$ cat config.mk
export PLATFORM = sky130hd
export DESIGN_NAME = pc_sequencer
export DESIGN_NICKNAME = d
export VERILOG_FILES = /design/src/rtl/seq_pkg.sv /design/src/rtl/seq_control.sv /design/src/rtl/seq_datapath.sv /design/src/rtl/pc_sequencer.sv
export SDC_FILE = /design/constraint.sdc
export NUM_CORES = 1
export LEC_CHECK = 0
export BUFFER_PORTS_ARGS = -buffer_cell sky130_fd_sc_hd__clkbuf_2
export CORE_UTILIZATION = 25
export CTS_CLUSTER_DIAMETER = 30
export DETAILED_ROUTE_END_ITERATION = 16
export SYNTH_ARGS = -nofsm -noshare
export SYNTH_HDL_FRONTEND = slang
export SYNTH_SLANG_ARGS = --single-unit
$ cat constraint.sdc
create_clock -name clk -period 4.1 [get_ports clk]
set_clock_uncertainty 0.15 [all_clocks]
set_input_delay 0.82 -clock clk [delete_from_list [all_inputs] [get_ports clk]]
set_output_delay 0.82 -clock clk [all_outputs]
set_load 0.01 [all_outputs]
$ cat src/rtl/seq_pkg.sv
package seq_pkg;
  localparam int ADDR_W = 32;
  localparam int OPC_W  = 6;
  localparam int OFF_W  = 16;
  localparam int IDX_W  = 26;
  localparam int REGION_W = ADDR_W - IDX_W - 2;
  localparam int SEXT_W = ADDR_W - OFF_W - 2;

  localparam logic [OPC_W-1:0] OPC_BEQ = 6'b000100;
  localparam logic [OPC_W-1:0] OPC_BNE = 6'b000101;
  localparam logic [OPC_W-1:0] OPC_J   = 6'b000010;
  localparam logic [OPC_W-1:0] OPC_JAL = 6'b000011;

  typedef struct packed {
    logic advance;   // step sequentially by one word
    logic redirect;  // load parked target
    logic capture;   // park a new target
    logic selJump;   // parked target comes from jump path
  } ctrlStrobes_t;
endpackage

$ cat src/rtl/seq_control.sv
module seq_control
  import seq_pkg::*;
(
  input  logic                clk,
  input  logic                rst,
  input  logic                stall,
  input  logic [OPC_W-1:0]    opcode,
  input  logic                branchTaken,
  input  logic                pendValid,
  output ctrlStrobes_t        strobes
);
  logic isBranch, isJump, transfer;

  always_comb begin
    isBranch = (opcode == OPC_BEQ) || (opcode == OPC_BNE);
    isJump   = (opcode == OPC_J)   || (opcode == OPC_JAL);
    transfer = isJump || (isBranch && branchTaken);
    strobes.redirect = !stall && pendValid;
    strobes.advance  = !stall && !pendValid;
    strobes.capture  = !stall && !pendValid && transfer;
    strobes.selJump  = isJump;
  end

  // a slot never starts a second redirect
  slot_exclusive_chk: assert property (@(posedge clk) disable iff (rst)
    $onehot0({strobes.redirect, strobes.capture}));

  // not-taken branches never park a target
  nottaken_chk: assert property (@(posedge clk) disable iff (rst)
    ((opcode == OPC_BEQ || opcode == OPC_BNE) && !branchTaken) |-> !strobes.capture);
endmodule

$ cat src/rtl/seq_datapath.sv
module seq_datapath
  import seq_pkg::*;
#(
  parameter logic [ADDR_W-1:0] RESET_VECTOR = '0
) (
  input  logic                clk,
  input  logic                rst,
  input  ctrlStrobes_t        strobes,
  input  logic [ADDR_W-1:0]   instr,
  output logic [ADDR_W-1:0]   pcQ,
  output logic                pendValid
);
  logic [ADDR_W-1:0] pendTarget;
  logic [ADDR_W-1:0] slotAddr, branchTgt, jumpTgt, newTgt;

  always_comb begin
    slotAddr  = pcQ + ADDR_W'(4);
    branchTgt = slotAddr + {{SEXT_W{instr[OFF_W-1]}}, instr[OFF_W-1:0], 2'b00};
    jumpTgt   = {slotAddr[ADDR_W-1 -: REGION_W], instr[IDX_W-1:0], 2'b00};
    newTgt    = strobes.selJump ? jumpTgt : branchTgt;
  end

  always_ff @(posedge clk) begin
    if (rst) begin
      pcQ        <= RESET_VECTOR;
      pendValid  <= 1'b0;
      pendTarget <= '0;
    end else if (strobes.redirect) begin
      pcQ        <= pendTarget;
      pendValid  <= 1'b0;
    end else if (strobes.advance) begin
      pcQ        <= slotAddr;
      pendValid  <= strobes.capture;
      if (strobes.capture) pendTarget <= newTgt;
    end
  end

  // a captured transfer is followed by the slot address
  slot_issue_chk: assert property (@(posedge clk) disable iff (rst)
    strobes.capture |=> (pcQ == $past(pcQ) + ADDR_W'(4)) && pendValid);

  // redirect consumes the parked entry
  redirect_clear_chk: assert property (@(posedge clk) disable iff (rst)
    strobes.redirect |=> !pendValid);


  seq_step_chk: assert property (@(posedge clk) disable iff (rst)
    (strobes.advance && !strobes.capture) |=> (pcQ == $past(pcQ) + ADDR_W'(4)) && !pendValid);
endmodule

$ cat src/rtl/pc_sequencer.sv
module pc_sequencer
  import seq_pkg::*;
#(
  parameter logic [31:0] RESET_VECTOR = 32'h0000_1000
) (
  input  logic        clk,
  input  logic        rst,
  input  logic        stall,
  input  logic [31:0] instr,
  input  logic        branchTaken,
  output logic [31:0] fetchAddr
);
  ctrlStrobes_t strobes;
  logic         pendValid;

  seq_control u_ctrl (
    .clk(clk), .rst(rst), .stall(stall),
    .opcode(instr[ADDR_W-1 -: OPC_W]), .branchTaken(branchTaken),
    .pendValid(pendValid), .strobes(strobes)
  );

  seq_datapath #(.RESET_VECTOR(RESET_VECTOR)) u_dp (
    .clk(clk), .rst(rst), .strobes(strobes), .instr(instr),
    .pcQ(fetchAddr), .pendValid(pendValid)
  );


  stall_hold_chk: assert property (@(posedge clk) disable iff (rst)
    stall |=> $stable(fetchAddr) && $stable(pendValid));


  reset_vec_chk: assert property (@(posedge clk)
    rst |=> fetchAddr == RESET_VECTOR && !pendValid);
endmodule

### After elaboration in Yosys (flattened, before gate mapping)

Cells that the tools add are included.
W data, S select, Z words.

* word-level logic and storage cells: 25
* register bits after elaboration: 65

* equal/unequal tests: 4
* bitwise operators: 1
* $add $sub $neg: 2
* multiplexer cells: 3
* reductions and logical operators: 12

Operator list (number)
* $mux W32: 3
* $add A32 B3 Y32 const B: 1
* $add A32 B32 Y32: 1
* $eq A6 B2 Y1 const B: 2
* $eq A6 B3 Y1 const B: 2
* $logic_and A1 B1 Y1: 4
* $logic_or A1 B1 Y1: 3
* $reduce_and A3 Y1: 1
* $logic_not A1 Y1: 2
* $reduce_bool A2 Y1: 1
* $reduce_or A2 Y1: 1
* $not A1 Y1: 1

### Depth between registers and ports, before layout

Gate-level depths: netlist of run 1.

* depth in word-level cells: 6
* depth in mapped cells: 17
* gate-level depth less buffers: 16

### Cells and area by module

From an unflattened synthesis of run 1, not the netlist that was laid out.

* cell total of the unflattened synthesis: 719
* area, all modules: 5430.2 um^2

By module, submodules not included
* seq_datapath: area each 5361.4 um^2, instances 1, cells each 711
* seq_control: area each 68.8 um^2, instances 1, cells each 8

### Worst setup path before layout of run 1

OpenSTA, ideal clock, no wires.

* kind: register to register
* start point: register u_dp.pcQ[6]
* end point: register u_dp.pendTarget[29]
* cell stages (with the launch flop): 18
* library setup time: 0.122 ns
* clock period less this slack: 3.837 ns
* data required time: 3.828 ns
* arrival: 3.565 ns
* slack: 0.263 ns
* cell sequence: dfxtp_1 > buf_2 > nand4_4 > or2_1 > buf_6 > or4_4 > nor3_4 > xor2_2 > ha_1 > clkbuf_1 > a21oi_1 > o21ai_0 > a21oi_1 > o21a_1 > a21oi_1 > or4_1 > nand3_1 > a211oi_1

* longest elaborated chain between the ends: 3

Ends and longest elaborated chain
* start: declaration: line seq_datapath.sv:10 `output logic [ADDR_W-1:0] pcQ,`
* start signal: assignment: line seq_datapath.sv:29 `pcQ <= pendTarget;`
* start signal: assignment: line seq_datapath.sv:32 `pcQ <= slotAddr;`
* $add A32 B3 Y32 *: line seq_datapath.sv:17 `slotAddr = pcQ + ADDR_W'(4);`
* $add A32 B32 Y32: line seq_datapath.sv:18 `branchTgt = slotAddr + {{SEXT_W{instr[OFF_W-1]}}, instr[OFF_W-1:0], 2'b00};`
* $mux W32 *: line seq_datapath.sv:20 `newTgt = strobes.selJump ? jumpTgt : branchTgt;`
* end signal: assignment: line seq_datapath.sv:34 `if (strobes.capture) pendTarget <= newTgt;`
* end: declaration: line seq_datapath.sv:13 `logic [ADDR_W-1:0] pendTarget;`

Mark *: on every way between the ends. The rest lies on a longest branch, timed or not.
A chain may end at the register's enable or synchronous reset.

### Worst setup path after layout of run 1

* start point: register u_dp.pcQ[3]
* end point: register u_dp.pendTarget[29]

Same word-level chain as after synthesis.

==> results of run 1 <==
## power breakdown
group / internal (mW) / switching (mW)
Sequential: 0.639 / 0.00733
Combinational: 0.0834 / 0.128
Clock: 0.612 / 0.290
Total: 1.34 / 0.426
## worst min-delay path, stage by stage (launching register included)
cell     delay (ns)
dfxtp_1        0.31
nand2_1        0.05
a21oi_1        0.05
## registers in the layout (all words and copies together), names as in the netlist
signal / flops
u_dp.pcQ: 32
u_dp.pendTarget: 32
u_dp.pendValid: 1
## final cells by class
type | count | area [µm²]
Clock inverter | 6 | 115
Timing Repair Buffer | 102 | 613
Fill cell | 2292 | 14700
Sequential cell | 65 | 1310
Clock buffer | 10 | 239
Multi-Input combinational cell | 607 | 3970
Inverter | 7 | 26.3
Tap cell | 275 | 344
Antenna cell | 1 | 2.50
## what timing repair did
item                                    4_1_cts  5_1_grt
resized for setup                             0       17
setup buffers                                 0        0
endpoints found under the setup margin        0        6
## cells by family after synthesis
| family | Yosys count |
|---|---|
| AO/OA/AOI/OAI | 212 |
| XOR/XNOR | 51 |
| adder cells (fa/ha/maj) | 38 |
| buffers and inverters | 58 |
| flip-flops | 65 |
| multiplexers | 15 |
| AND/OR/NAND/NOR | 291 |
## cells in the mapped netlist, types with 2 or more instances
cell type / n
mux2i_1: 15
o21ai_1: 2
a221oi_1: 19
nand2b_1: 7
o21a_1: 9
o21ai_0: 27
nor3_1: 16
a32oi_1: 2
buf_4: 5
or3_1: 7
nand2_2: 2
and4_1: 2
a211oi_1: 15
a21o_1: 17
xnor2_1: 30
nor3b_1: 3
a22oi_1: 2
xor2_1: 19
nor4_4: 3
dfxtp_1: 65
o211ai_1: 8
nor2b_1: 5
a311oi_1: 10
o21bai_1: 4
clkbuf_1: 34
ha_1: 37
nand4_1: 8
buf_2: 5
and2_1: 4
nand4b_1: 2
nand2_1: 80
inv_1: 7
nor2_1: 104
a21oi_1: 75
clkbuf_2: 2
nand3_1: 25
a31oi_1: 11
buf_6: 3
and3_1: 10
## routing by layer
| layer | track usage, % | routed length [µm] |
|---|---|---|
| met5 | 0 | 0 |
| met4 | 5.51 | 347 |
| met3 | 2.07 | 668 |
| met2 | 22.8 | 7200 |
| met1 | 21.0 | 8260 |
## stage by stage
stage | total power [mW] | worst slack, ns | cell area, µm²
after floorplan | 0.800 | 0.263 | 5480
after global placement | 0.867 | 0.113 | 6200
after detailed placement | 0.869 | 0.0351 | 6200
after CTS | 1.77 | 0.0217 | 6550
after global routing | 1.83 | -0.0297 | 6620
final | 1.76 | 0.237 | 6620
## layout by cell type (no fill, tap or decap), types with 3 or more instances in the layout
master,Yosys,routed
nor3b_1,3,3
a21oi_1,75,75
a21o_1,17,17
nor2_1,104,103
a211oi_1,15,15
nor4_4,3,3
o21bai_1,4,4
nor3_1,16,15
o21a_1,9,9
bufinv_16,0,3
a221oi_1,19,19
clkbuf_16,0,9
nand2_1,80,79
ha_1,37,36
mux2i_1,15,15
dfxtp_2,0,4
and3_1,10,10
or3_1,7,7
buf_4,5,35
and2_1,4,4
xnor2_1,30,28
nand2b_1,7,7
dfxtp_1,65,61
a311oi_1,10,9
a31oi_1,11,11
xor2_1,19,18
nand2_2,2,3
clkbuf_2,2,66
nand4_1,8,8
o21ai_0,27,26
nor2b_1,5,4
nand3_1,25,25
o211ai_1,8,8
inv_1,7,7
## worst max path at each step
stage,to,depth (start not counted),slack (ns),start
floorplan,u_dp.pendTarget[29],17,0.26,u_dp.pcQ[6]
global placement,u_dp.pendTarget[27],14,0.11,u_dp.pcQ[3]
detailed placement,u_dp.pendTarget[30],14,0.04,u_dp.pcQ[9]
CTS,u_dp.pendTarget[30],14,0.02,u_dp.pcQ[9]
global route,u_dp.pendTarget[30],14,-0.03,u_dp.pcQ[12]
finish,u_dp.pendTarget[29],15,0.24,u_dp.pcQ[3]
==> flow_summary.ini, run 1 <==
[clock_network]
cts_max_level = 3
cts_buffers = 9
clockBufferDepth = 2
holdBufCountCts = 0
numClockSinks = 65
clk_latency_ns = 0.34
cts_tree = done
clk_pin_slew_worst_paths_ns = 0.06
root_buffer = clkbuf_16

[worst_setup_path]
regToRegSetupSlack_ns = 0.24
critical_path_peak_fanout = 8
crit_arrival_ns = 3.90
reg2regPathDepth = 15
path_class = reg -> reg
cp_data_required_time_ns = 4.13
end_kind = flip-flop
r2r-start = u_dp.pcQ[3]
critPathMaxStageDelay_ns = 0.50
path_cells = ha_1, inv_1, or2_1, or4_4, nor3_4, xor2_2, ha_2, a21oi_1, o21ai_0, a21oi_1, o21a_1, a21oi_1, or4_1, nand3_1, a211oi_1
crit_family = simple AND/OR/NAND/NOR gates
slowest_stage = or4_1
critPathLaunchType = flip-flop
r2r_end = u_dp.pendTarget[29]
worst-path-buf-inv = 1
cp_common_cell = a21oi_1

[synth]
synth_adder_area_share_pct = 8.81
syn-num-nets = 804
yosys.area_share.simple_pct = 25.9
synth_top_area_cell = dfxtp_1
ys_types = 68
syn-cell-area_um2 = 5480
synth_top_area_share_pct = 23.7
synth_area_leaders = dfxtp_1 (24%), ha_1 (8.4%), nor2_1 (7.1%)
synth-seq-cells = 65
synth-seq-area-share_pct = 23.7
synth_warnings = 0
yosys.area_share.xor_xnor_pct = 8.56
synth_top_family_by_area = simple AND/OR/NAND/NOR gates
synth_ff_type = dfxtp_1
synth_edf_count = 0
syn_inst = 730
synth-compound-area-share_pct = 25.3
avgSynthCellArea_um2 = 7.51
muxShareOfSynthArea_pct = 2.74
async_reset_ff_share_pct = 0

[layout]
fin_cells = 1073
area_delta_synth_final_pct = 20.8
finalCoreUtilization_pct = 31.1
nNetsFinal = 866
drive_above_1_share_pct = 19.1

[hold_path]
min_to = u_dp.pendTarget[1]
hold_path.startpoint = u_dp.pendTarget[1]
min_path_cells = 2
worst_hold_path_type = reg -> reg

[placed_design]
port_buffers = 66
dp.cells = 1056
gp_congestion = 0.883
dp_hpwl_um = 12700

[grt]
grt_pass1_vias = 4974
grt_pass1_wl_um = 26300
grt_max_degree = 58
antenna_found_initial = 0
grt_util_all_layers_pct = 14.9
overflow = 0

[run_status]
status = finished, final reports clean

[routing]
totalWireLength_um = 16500
post_drt_wl_per_cell_um = 15.4
vias_per_cell = 5.05
vias = 5421
postRouteAntennaNets = 0
drt_iter0_markers = 276
drc = 0
first_pass_iters = 5

[sta]
slew_headroom_pct = 47.4
hold_ws_ns = 0.301
max_freq_mhz = 259
finalCritPeriodShare_pct = 94.2
worst_slew_pin_slew_ns = 0.788
finalHoldViolations = 0
setup_viol = 0
maxSlewViolCount = 0
tns_ns = 0
layout_min_cycle_time_ns = 3.86

[die]
start_util_pct = 25.7
die-area_um2 = 22500
core_area_um2 = 21300
rows = 53
ios = 68
fp.dieH_um = 150
die_w_um = 150

[power_and_ir_drop]
p_leak_nw = 2.82
ir_drop_mv = 0.178
power_density_nw_per_um2 = 266

[job]
drv_cap = 0
No activity file was read; power rests on OpenSTA's default activity.
==> inputs of run 2 (changes only) <==
Settings changed: PLACE_DENSITY_LB_ADDON from default to 0.15.
==> flow_summary.ini, run 2 (synthesis results as in run 1) <==
[routing]
drt_iter0_markers = 288
drc = 0
first_pass_iters = 4
top_layer = met4
wl_met3_um = 607
vias_per_cell = 4.83
vias = 5375
wl_met2_um = 7320
totalWireLength_um = 18400
post_drt_wl_per_cell_um = 16.6
postRouteAntennaNets = 0
wl_met1_um = 10300

[layout]
final_cell_mix = nor2_1 (104), nand2_1 (79), a21oi_1 (75), buf_4 (75), clkbuf_2 (66)
nNetsFinal = 906
area_delta_synth_final_pct = 24.6
reg_top3 = u_dp.pcQ x32, u_dp.pendTarget x32, u_dp.pendValid x1
layout_commonest_cell = nor2_1
antenna_cells = 0
drive_above_1_share_pct = 21.9
fillers = 2333

[worst_setup_path]
path_cells = ha_1, inv_1, or2_1, or4_4, xnor2_2, ha_1, a21o_1, buf_4, a31o_2, a21oi_1, o21a_1, a21oi_1, or4_1, nand3_1, a211oi_1
path_class = reg -> reg
crit_arrival_ns = 3.88
cp_data_required_time_ns = 4.17
slowest_stage = or4_1
critPathLaunchType = flip-flop
critical_path_peak_fanout = 4
critPathMaxStageDelay_ns = 0.49
end_kind = flip-flop

[die]
start_util_pct = 25.7
die-area_um2 = 22500
die_w_um = 150
ios = 68
fp.dieH_um = 150
core_area_um2 = 21300
rows = 53

[sta]
slew_headroom_pct = 34.0
max_freq_mhz = 262
tns_ns = 0
setup_viol = 0
maxSlewViolCount = 0
worst_slew_pin_slew_ns = 0.991
finalCritPeriodShare_pct = 93.0
layout_min_cycle_time_ns = 3.81
finalHoldViolations = 0
rsz0062_at_grt = false

[run_status]
status = finished, final reports clean

[clock_network]
cts_max_level = 3
cts_buffers = 9
clk_pin_slew_worst_paths_ns = 0.06
clockBufferDepth = 2
cts_tree = done
clk_latency_ns = 0.33
cts_setup_buffers = 0
root_buffer = clkbuf_16
numClockSinks = 65

[power_and_ir_drop]
power_density_nw_per_um2 = 243
p_leak_nw = 2.97
ir_drop_mv = 0.204
p_total_mw = 1.66

[placed_design]
gp_congestion = 0.803
port_buffers = 66
dp_hpwl_um = 14300

[grt]
antenna_found_initial = 0
grt_util_all_layers_pct = 17.0
grt_pass1_vias = 5108
overflow = 0
grt_max_degree = 58
grt_pass1_wl_um = 29100

[hold_path]
worst_hold_path_type = reg -> reg

[job]
drv_cap = 0
==> run 2: power breakdown <==
group	switching, mW	internal, mW
Clock	0.302	0.488
Sequential	0.00634	0.639
Combinational	0.135	0.0917
Total	0.444	1.22
==> run 2: path summary, 6_finish.rpt <==
path | endpoint | cells after the start | slack, ns | from
setup reg to reg | u_dp.pendTarget[29] | 15 | 0.29 | u_dp.pcQ[3]
hold / removal | u_dp.pendTarget[0] | 2 | 0.30 | u_dp.pendTarget[0]
setup / recovery | u_dp.pendTarget[29] | 15 | 0.29 | u_dp.pcQ[3]
hold reg to reg | u_dp.pendTarget[0] | 2 | 0.30 | u_dp.pendTarget[0]
==> run 2: area by class of cell <==
| type | instances | area (µm²) | share of cell area, % |
|---|---|---|---|
| clock inverter | 6 | 67.6 | 0.990 |
| tap | 275 | 344 | 5.04 |
| multi-input combinational | 607 | 3940 | 57.7 |
| timing repair buffer | 142 | 913 | 13.4 |
| inverter | 7 | 26.3 | 0.385 |
| sequential | 65 | 1300 | 19.1 |
| clock buffer | 10 | 239 | 3.50 |
==> run 2: repair_timing <==
item | 4_1_cts | 5_1_grt
resized for setup | 0 | 5
endpoints found under the setup margin | 0 | 5
hold buffers | 0 | 0
==> run 2: through the flow <==
| step | area, µm² | hold WS (ns) | util (%) | worst slack [ns] | std cells |
|---|---|---|---|---|---|
| final | 6830 | 0.303 | 32.1 | 0.287 | 1112 |
| after global routing | 6830 | 0.323 | 32.1 | 0.0143 | 1112 |
| after CTS | 6810 | 0.305 | 32.0 | 0.106 | 1112 |
| after global placement | 6500 | 0.290 | 30.5 | 0.115 | 1096 |
| after detailed placement | 6500 | 0.297 | 30.5 | 0.128 | 1096 |
| after floorplan | 5480 | 0.282 | - | 0.263 | 730 |
==> run 2: worst max-delay path, delay by kind of cell (launching register included) <==
family,cells,cell delay [ns]
and+or+nand+nor,4,1.34
adders and majority gates,2,0.45
DFF,1,0.38
AOI/OAI and AO/OA,6,0.96
xor gates and xnor gates,1,0.22
buffers and inverters,2,0.18
==> run 2: layer usage <==
| metal | track usage, % | up-vias |
|---|---|---|
| li1 | - | 2855 |
| met1 | 26.9 | 2440 |
| met2 | 23.8 | 70 |
| met3 | 1.68 | 10 |
| met4 | 4.24 | 0 |
| met5 | 0 | - |
